===== config.mk =====
export PLATFORM = sky130hd
export DESIGN_NAME = chan_slot
export DESIGN_NICKNAME = d
export VERILOG_FILES = /design/src/rtl/chan_slot_pkg.sv /design/src/rtl/chan_slot_cons.sv /design/src/rtl/chan_slot_prod.sv /design/src/rtl/chan_slot.sv
export SDC_FILE = /design/constraint.sdc
export NUM_CORES = 1
export LEC_CHECK = 0
export BUFFER_PORTS_ARGS = -buffer_cell sky130_fd_sc_hd__buf_4
export CAP_MARGIN = 20
export CORE_ASPECT_RATIO = 0.75
export CORE_MARGIN = 3
export CORE_UTILIZATION = 45
export CTS_CLUSTER_SIZE = 20
export DETAILED_ROUTE_END_ITERATION = 8
export PLACE_DENSITY = 0.84
export SLEW_MARGIN = 20
export SYNTH_ARGS = -nofsm -noshare
export SYNTH_HDL_FRONTEND = slang
export SYNTH_SLANG_ARGS = --single-unit
export TNS_END_PERCENT = 100

===== constraint.sdc =====
create_clock -name clk -period 1.4 [get_ports clk]
set_clock_uncertainty 0.1 [all_clocks]
set_input_delay 0.07 -clock clk [delete_from_list [all_inputs] [get_ports clk]]
set_output_delay 0.07 -clock clk [all_outputs]
set_load 0.05 [all_outputs]

===== src/rtl/chan_slot_pkg.sv =====
package chan_slot_pkg;

    typedef enum logic [1:0] {
        ST_EMPTY = 2'd0,
        ST_WAIT  = 2'd1,
        ST_FULL  = 2'd2
    } slot_state_e;

    typedef enum logic [2:0] {
        WR_NONE   = 3'd0,
        WR_COND   = 3'd1,
        WR_OVER   = 3'd2,
        WR_OR     = 3'd3,
        WR_ANDCLR = 3'd4
    } wr_op_e;

    typedef enum logic [2:0] {
        RD_NONE  = 3'd0,
        RD_POP   = 3'd1,
        RD_PEEK  = 3'd2,
        RD_DRAIN = 3'd3,
        RD_WAIT  = 3'd4
    } rd_op_e;

endpackage


===== src/rtl/chan_slot_cons.sv =====
module chan_slot_cons
    import chan_slot_pkg::*;
#(
    parameter int DATA_W = 32
) (
    input  slot_state_e       cur_state,
    input  logic [DATA_W-1:0] cur_data,
    input  rd_op_e            op,
    output slot_state_e       mid_state,
    output logic [DATA_W-1:0] mid_data,
    output logic              ok,
    output logic [DATA_W-1:0] val,
    output logic              drain_wake
);
    localparam logic [DATA_W-1:0] ZERO = '0;

    always_comb begin
        mid_state  = cur_state;
        mid_data   = cur_data;
        ok         = 1'b0;
        val        = ZERO;
        drain_wake = 1'b0;
        unique case (op)
            RD_POP: begin
                if (cur_state == ST_FULL) begin
                    ok        = 1'b1;
                    val       = cur_data;
                    mid_data  = ZERO;
                    mid_state = ST_EMPTY;
                end
            end
            RD_PEEK: begin
                if (cur_state == ST_FULL) begin
                    ok  = 1'b1;
                    val = cur_data;
                end
            end
            RD_DRAIN: begin
                ok         = (cur_state == ST_FULL);
                val        = cur_data;
                drain_wake = (cur_state == ST_WAIT);
                mid_state  = ST_EMPTY;
            end
            RD_WAIT: begin
                if (cur_state == ST_FULL) begin
                    ok  = 1'b1;
                    val = cur_data;
                end else begin
                    mid_state = ST_WAIT;
                end
            end
            default: begin
                mid_state = cur_state;
            end
        endcase
    end

endmodule


===== src/rtl/chan_slot_prod.sv =====
module chan_slot_prod
    import chan_slot_pkg::*;
#(
    parameter int DATA_W = 32
) (
    input  slot_state_e       mid_state,
    input  logic [DATA_W-1:0] mid_data,
    input  wr_op_e            op,
    input  logic [DATA_W-1:0] operand,
    output slot_state_e       nxt_state,
    output logic [DATA_W-1:0] nxt_data,
    output logic              ok,
    output logic              wake_req
);
    logic was_empty;
    logic was_waiting;

    assign was_empty   = (mid_state != ST_FULL);
    assign was_waiting = (mid_state == ST_WAIT);

    always_comb begin
        nxt_state = mid_state;
        nxt_data  = mid_data;
        ok        = 1'b0;
        wake_req  = 1'b0;
        unique case (op)
            WR_COND: begin
                wake_req = was_waiting;
                if (was_empty) begin
                    nxt_data  = operand;
                    nxt_state = ST_FULL;
                    ok        = 1'b1;
                end
            end
            WR_OVER: begin
                wake_req  = was_waiting;
                ok        = was_empty;
                nxt_data  = operand;
                nxt_state = ST_FULL;
            end
            WR_OR: begin
                wake_req  = was_waiting;
                ok        = was_empty;
                nxt_data  = mid_data | operand;
                nxt_state = ST_FULL;
            end
            WR_ANDCLR: begin
                wake_req = was_waiting;
                ok       = |(mid_data & operand);
                nxt_data = mid_data & ~operand;
                if (was_waiting) begin
                    nxt_state = ST_EMPTY;
                end
            end
            default: begin
                nxt_state = mid_state;
            end
        endcase
    end

endmodule


===== src/rtl/chan_slot.sv =====
module chan_slot
    import chan_slot_pkg::*;
#(
    parameter int DATA_W = 32
) (
    input  logic              clk,
    input  logic              rst_n,
    input  logic              ld_en,
    input  logic [DATA_W-1:0] ld_data,
    input  logic [2:0]        wr_op,
    input  logic [DATA_W-1:0] wr_data,
    input  logic [2:0]        rd_op,
    output logic              wr_ok,
    output logic              rd_ok,
    output logic [DATA_W-1:0] rd_data,
    output logic              wake,
    output logic              cnt,
    output logic              wait_flag
);
    localparam logic [DATA_W-1:0] ZERO = '0;

    slot_state_e       state_q, mid_state, nxt_state, step_state;
    logic [DATA_W-1:0] data_q, mid_data, nxt_data, step_data;
    logic              c_ok, p_ok, c_wake, p_wake;
    logic [DATA_W-1:0] c_val;
    wr_op_e            wop;
    rd_op_e            rop;

    assign wop = wr_op_e'(wr_op);
    assign rop = rd_op_e'(rd_op);

    // consumer side acts first
    chan_slot_cons #(.DATA_W(DATA_W)) u_cons (
        .cur_state (state_q),
        .cur_data  (data_q),
        .op        (rop),
        .mid_state (mid_state),
        .mid_data  (mid_data),
        .ok        (c_ok),
        .val       (c_val),
        .drain_wake(c_wake)
    );

    // producer side sees the consumer's result
    chan_slot_prod #(.DATA_W(DATA_W)) u_prod (
        .mid_state(mid_state),
        .mid_data (mid_data),
        .op       (wop),
        .operand  (wr_data),
        .nxt_state(nxt_state),
        .nxt_data (nxt_data),
        .ok       (p_ok),
        .wake_req (p_wake)
    );

    always_comb begin
        if (ld_en) begin
            step_state = ST_FULL;
            step_data  = ld_data;
        end else begin
            step_state = nxt_state;
            step_data  = nxt_data;
        end
    end

    // state register
    always_ff @(posedge clk or negedge rst_n) begin
        if (!rst_n) begin
            state_q <= ST_EMPTY;
            data_q  <= ZERO;
        end else begin
            state_q <= step_state;
            data_q  <= step_data;
        end
    end

    // response register
    always_ff @(posedge clk or negedge rst_n) begin
        if (!rst_n) begin
            wr_ok   <= 1'b0;
            rd_ok   <= 1'b0;
            rd_data <= ZERO;
            wake    <= 1'b0;
        end else if (ld_en) begin
            wr_ok   <= 1'b0;
            rd_ok   <= 1'b0;
            rd_data <= ZERO;
            wake    <= 1'b0;
        end else begin
            wr_ok   <= p_ok;
            rd_ok   <= c_ok;
            rd_data <= c_val;
            wake    <= c_wake | p_wake;
        end
    end

    assign cnt       = (state_q == ST_FULL);
    assign wait_flag = (state_q == ST_WAIT);

    AST_LOAD_QUIET: assert property (@(posedge clk) disable iff (!rst_n)
        ld_en |=> (!wake && cnt && !wait_flag && !wr_ok && !rd_ok));
    AST_WAKE_SOURCE: assert property (@(posedge clk) disable iff (!rst_n)
        (!ld_en && state_q != ST_WAIT && rd_op != 3'd4) |=> !wake);
    AST_COND_FULL: assert property (@(posedge clk) disable iff (!rst_n)
        (!ld_en && state_q == ST_FULL && rd_op == 3'd0 && wr_op == 3'd1)
        |=> (!wr_ok && data_q == $past(data_q)));
    AST_PEEK_HOLDS: assert property (@(posedge clk) disable iff (!rst_n)
        (!ld_en && rd_op == 3'd2 && wr_op == 3'd0)
        |=> ($stable(data_q) && state_q == $past(state_q)));
    AST_DRAIN_KEEPS: assert property (@(posedge clk) disable iff (!rst_n)
        (!ld_en && rd_op == 3'd3 && wr_op == 3'd0)
        |=> (!cnt && !wait_flag && data_q == $past(data_q)));
    AST_IDLE_SILENT: assert property (@(posedge clk) disable iff (!rst_n)
        (!ld_en && rd_op == 3'd0 && wr_op == 3'd0)
        |=> (!wr_ok && !rd_ok && !wake));

endmodule


==> results.toml <==
[synth]
synth.yosys.seq_area_share_pct = 52.5
synth.cell_area_mm2 = 0.00329
synth_nets = 412
synth_edf_count = 0
yosys_warnings = 0
synth.avg_cell_area_um2 = 9.70
ys_async_sr_fraction_pct = 100
netlist_instances = 339
synth_top_cell_area_share_pct = 52.5
synth_ff_type = "dfrtp_1"
synth-seq-cells = 69
synthTopCellsByArea = "dfrtp_1, nand2_1, and2_1"
yosysUniqueCellTypes = 35
yosysTopAreaCell = "dfrtp_1"

[cts]
cts_tree = "yes"
clk_pin_slew_ns = 0.07
numCtsBuffers = 9
insertion_delay_ns = 0.35
cts.sinks = 69
cts_max_level = 3
clock_path_buffers = 2
root_buffer = "clkbuf_8"

[cells_and_area]
multi_input_area_mm2 = 0.00151
ff_latch_area_mm2 = 0.00173
drive_gt1_share_pct = 40.4
antenna_cells = 0
fin_nets = 622
final_util_pct = 80.1
areaGrowthSynthToFinish_pct = 69.5
fill_cells = 434

[floorplan]
die_area_mm2 = 0.00838
coreArea_mm2 = 0.00696
ios = 110
fp.dieH_um = 80.0
num_rows = 26
start_util_pct = 47.2
die_x_um = 105

[worst_hold_path]
hold_path_startpoint = "wr_op[2]"
holdPathStages = 4
hp-class = "input pin to flip-flop"
hold_path_end = "state_q[1]$_DFF_PN0_"

[placed_design]
numPortBuffers = 109
dp_hpwl_mm = 6.56
pre_cts_slack_ns = -0.251
gp_congestion = 0.866

[setup_path]
worstSetupPathType = "flip-flop to flip-flop"
end_kind = "flip-flop"
critPathArrivalTime_ns = 1.83
crit_start = "state_q[0]$_DFF_PN0_"
crit_path_max_fanout = 5
reg2reg_depth = 8
worstReg2RegStart = "state_q[0]$_DFF_PN0_"
timing.rr.end = "rd_data[19]$_DFF_PN0_"
startpoint_type = "flip-flop"
cp.required_ns = 1.58
r2r_setup_slack_ns = -0.25

[grt]
grt_pass1_vias = 3657
grt_pass1_wl_mm = 17.7
overflow = 0
grt_max_degree = 70
grt_antenna_before_repair = 0
globalRouteTotalUtil_pct = 27.0

[drt]
viasPerCell = 5.35
drt.antenna.violating_nets = 0
drtIter0Drc = 178
drt_wl_total_mm = 11.5
vias = 3491
drc_errors = 0
post_drt_wl_per_cell_um = 17.6
drt-pass1-iter-count = 7

[run_status]
status = "complete, but fails checks"
violations = "setup timing"

[sta]
tightest_slew_ns = 0.368
relSlewSlack_pct = 75.5
tns_ns = -12.42
hold_viol = 0
setup_violations = 66
fin_crit_sh_pct = 118
max_freq_mhz = 606
setup_slack_ns = -0.249
rsz0062_at_grt = "yes"
fin_crit_ns = 1.65
report.final.slew_viol_count = 0

[pwr]
leakage_nw = 2.73
irDropWorstVdd_mv = 0.490
p_per_area_mw_per_mm2 = 906

[flow_run]
cap_violations = 0
-- where the power goes --
part	total (mW)	internal [mW]	switching (mW)
registers	2.26	2.15	0.112
clock network	1.38	0.631	0.749
logic	1.41	0.675	0.735
-- registers in the layout, indices dropped and copies added (netlist names) --
name	count
data_q	32
rd_ok	1
state_q	2
rd_data	32
wake	1
wr_ok	1
-- layer usage --
metal	up-vias	part of all wire (%)	track usage (%)
met5	-	0	0
met4	0	1.5	6.95
met3	18	7.1	7.76
met2	183	53	49.4
met1	1725	39	31.3
li1	1565	-	-
-- timing repair --
action,in CTS,in global routing
setup endpoints to repair,68,68
gates cloned,2,1
resized for setup,32,28
hold buffers,71,0
setup buffers,9,4
endpoints found under the hold margin,105,0
pin swaps,10,14
-- final cells by class --
type / count / area share [%]
repair buffers: 216 / 34.3
flip-flops and latches: 69 / 31.0
multi-input cells: 217 / 27.1
inverters: 36 / 2.56
clock buffers: 11 / 2.36
well taps: 98 / 2.20
clock inverters: 5 / 0.494
-- logic make-up (layout without fill, tap and decap cells) --
family,after synthesis,count (layout),synth area share (%)
XOR/XNOR,1,1,0.266
AND/OR/NAND/NOR,152,152,21.2
buffers and inverters,53,268,7.95
AO/OA/AOI/OAI,63,63,17.7
multiplexers,1,1,0.456
flip-flops,69,69,52.5
-- Yosys cell counts, types with 2 or more instances --
library cell,count
nand4_1,4
inv_1,35
o21ai_0,2
nand2_1,100
dfrtp_1,69
a22oi_1,16
o221ai_2,11
a21oi_1,2
nor2_1,5
o221ai_1,21
o22ai_1,2
nor3_1,2
buf_6,7
clkbuf_2,3
and2_1,33
nand3_1,4
clkbuf_1,5
-- critical path: stages (launching register included) --
cell      delay, ns
dfrtp_1        0.39
nand2b_4       0.17
clkinv_4       0.07
nand2_2        0.05
a21o_1         0.20
a21oi_4        0.18
buf_6          0.16
buf_6          0.13
and2_4         0.14
-- how the worst max path moves through the flow --
stage                            endpoint  cells past startpoint
CTS                  data_q[15]$_DFF_PN0_                      6
global route         data_q[17]$_DFF_PN0_                      6
floorplan           rd_data[10]$_DFF_PN0_                      7
global placement     data_q[18]$_DFF_PN0_                      6
finish              rd_data[19]$_DFF_PN0_                      8
detailed placement   data_q[30]$_DFF_PN0_                      6
-- metrics by stage --
| stage | instances | cell area (um^2) | hold slack [ns] | total power [mW] |
|---|---|---|---|---|
| floorplan | 339 | 3350 | -0.326 | 2.86 |
| global placement | 552 | 4380 | 0.000735 | 3.32 |
| detailed placement | 552 | 4380 | 0.00331 | 3.36 |
| CTS | 649 | 5460 | 0.00340 | 4.96 |
| global route | 652 | 5570 | 0.100 | 5.27 |
| finish | 652 | 5570 | 0.0269 | 5.05 |
-- placed cells by master (no fill, tap or decap), types with 2 or more instances in the layout --
| cell type | Yosys | layout |
|---|---|---|
| buf_8 | 0 | 4 |
| and2_4 | 0 | 17 |
| dfrtp_1 | 69 | 69 |
| nand3_1 | 4 | 3 |
| a21oi_1 | 2 | 2 |
| buf_4 | 0 | 130 |
| o22ai_1 | 2 | 2 |
| clkbuf_8 | 0 | 9 |
| a22oi_2 | 0 | 6 |
| clkbuf_1 | 5 | 2 |
| nor3_1 | 2 | 2 |
| nand4_1 | 4 | 4 |
| o221ai_2 | 11 | 27 |
| buf_12 | 0 | 3 |
| nor2_1 | 5 | 4 |
| buf_6 | 7 | 7 |
| clkinv_2 | 0 | 4 |
| o21ai_2 | 1 | 2 |
| inv_1 | 35 | 34 |
| a22oi_1 | 16 | 10 |
| and2_1 | 33 | 16 |
| dlygate4sd3_1 | 0 | 71 |
| o221ai_1 | 21 | 5 |
| nand2_1 | 100 | 99 |
Note: power is estimated with default switching activity, not from simulation.
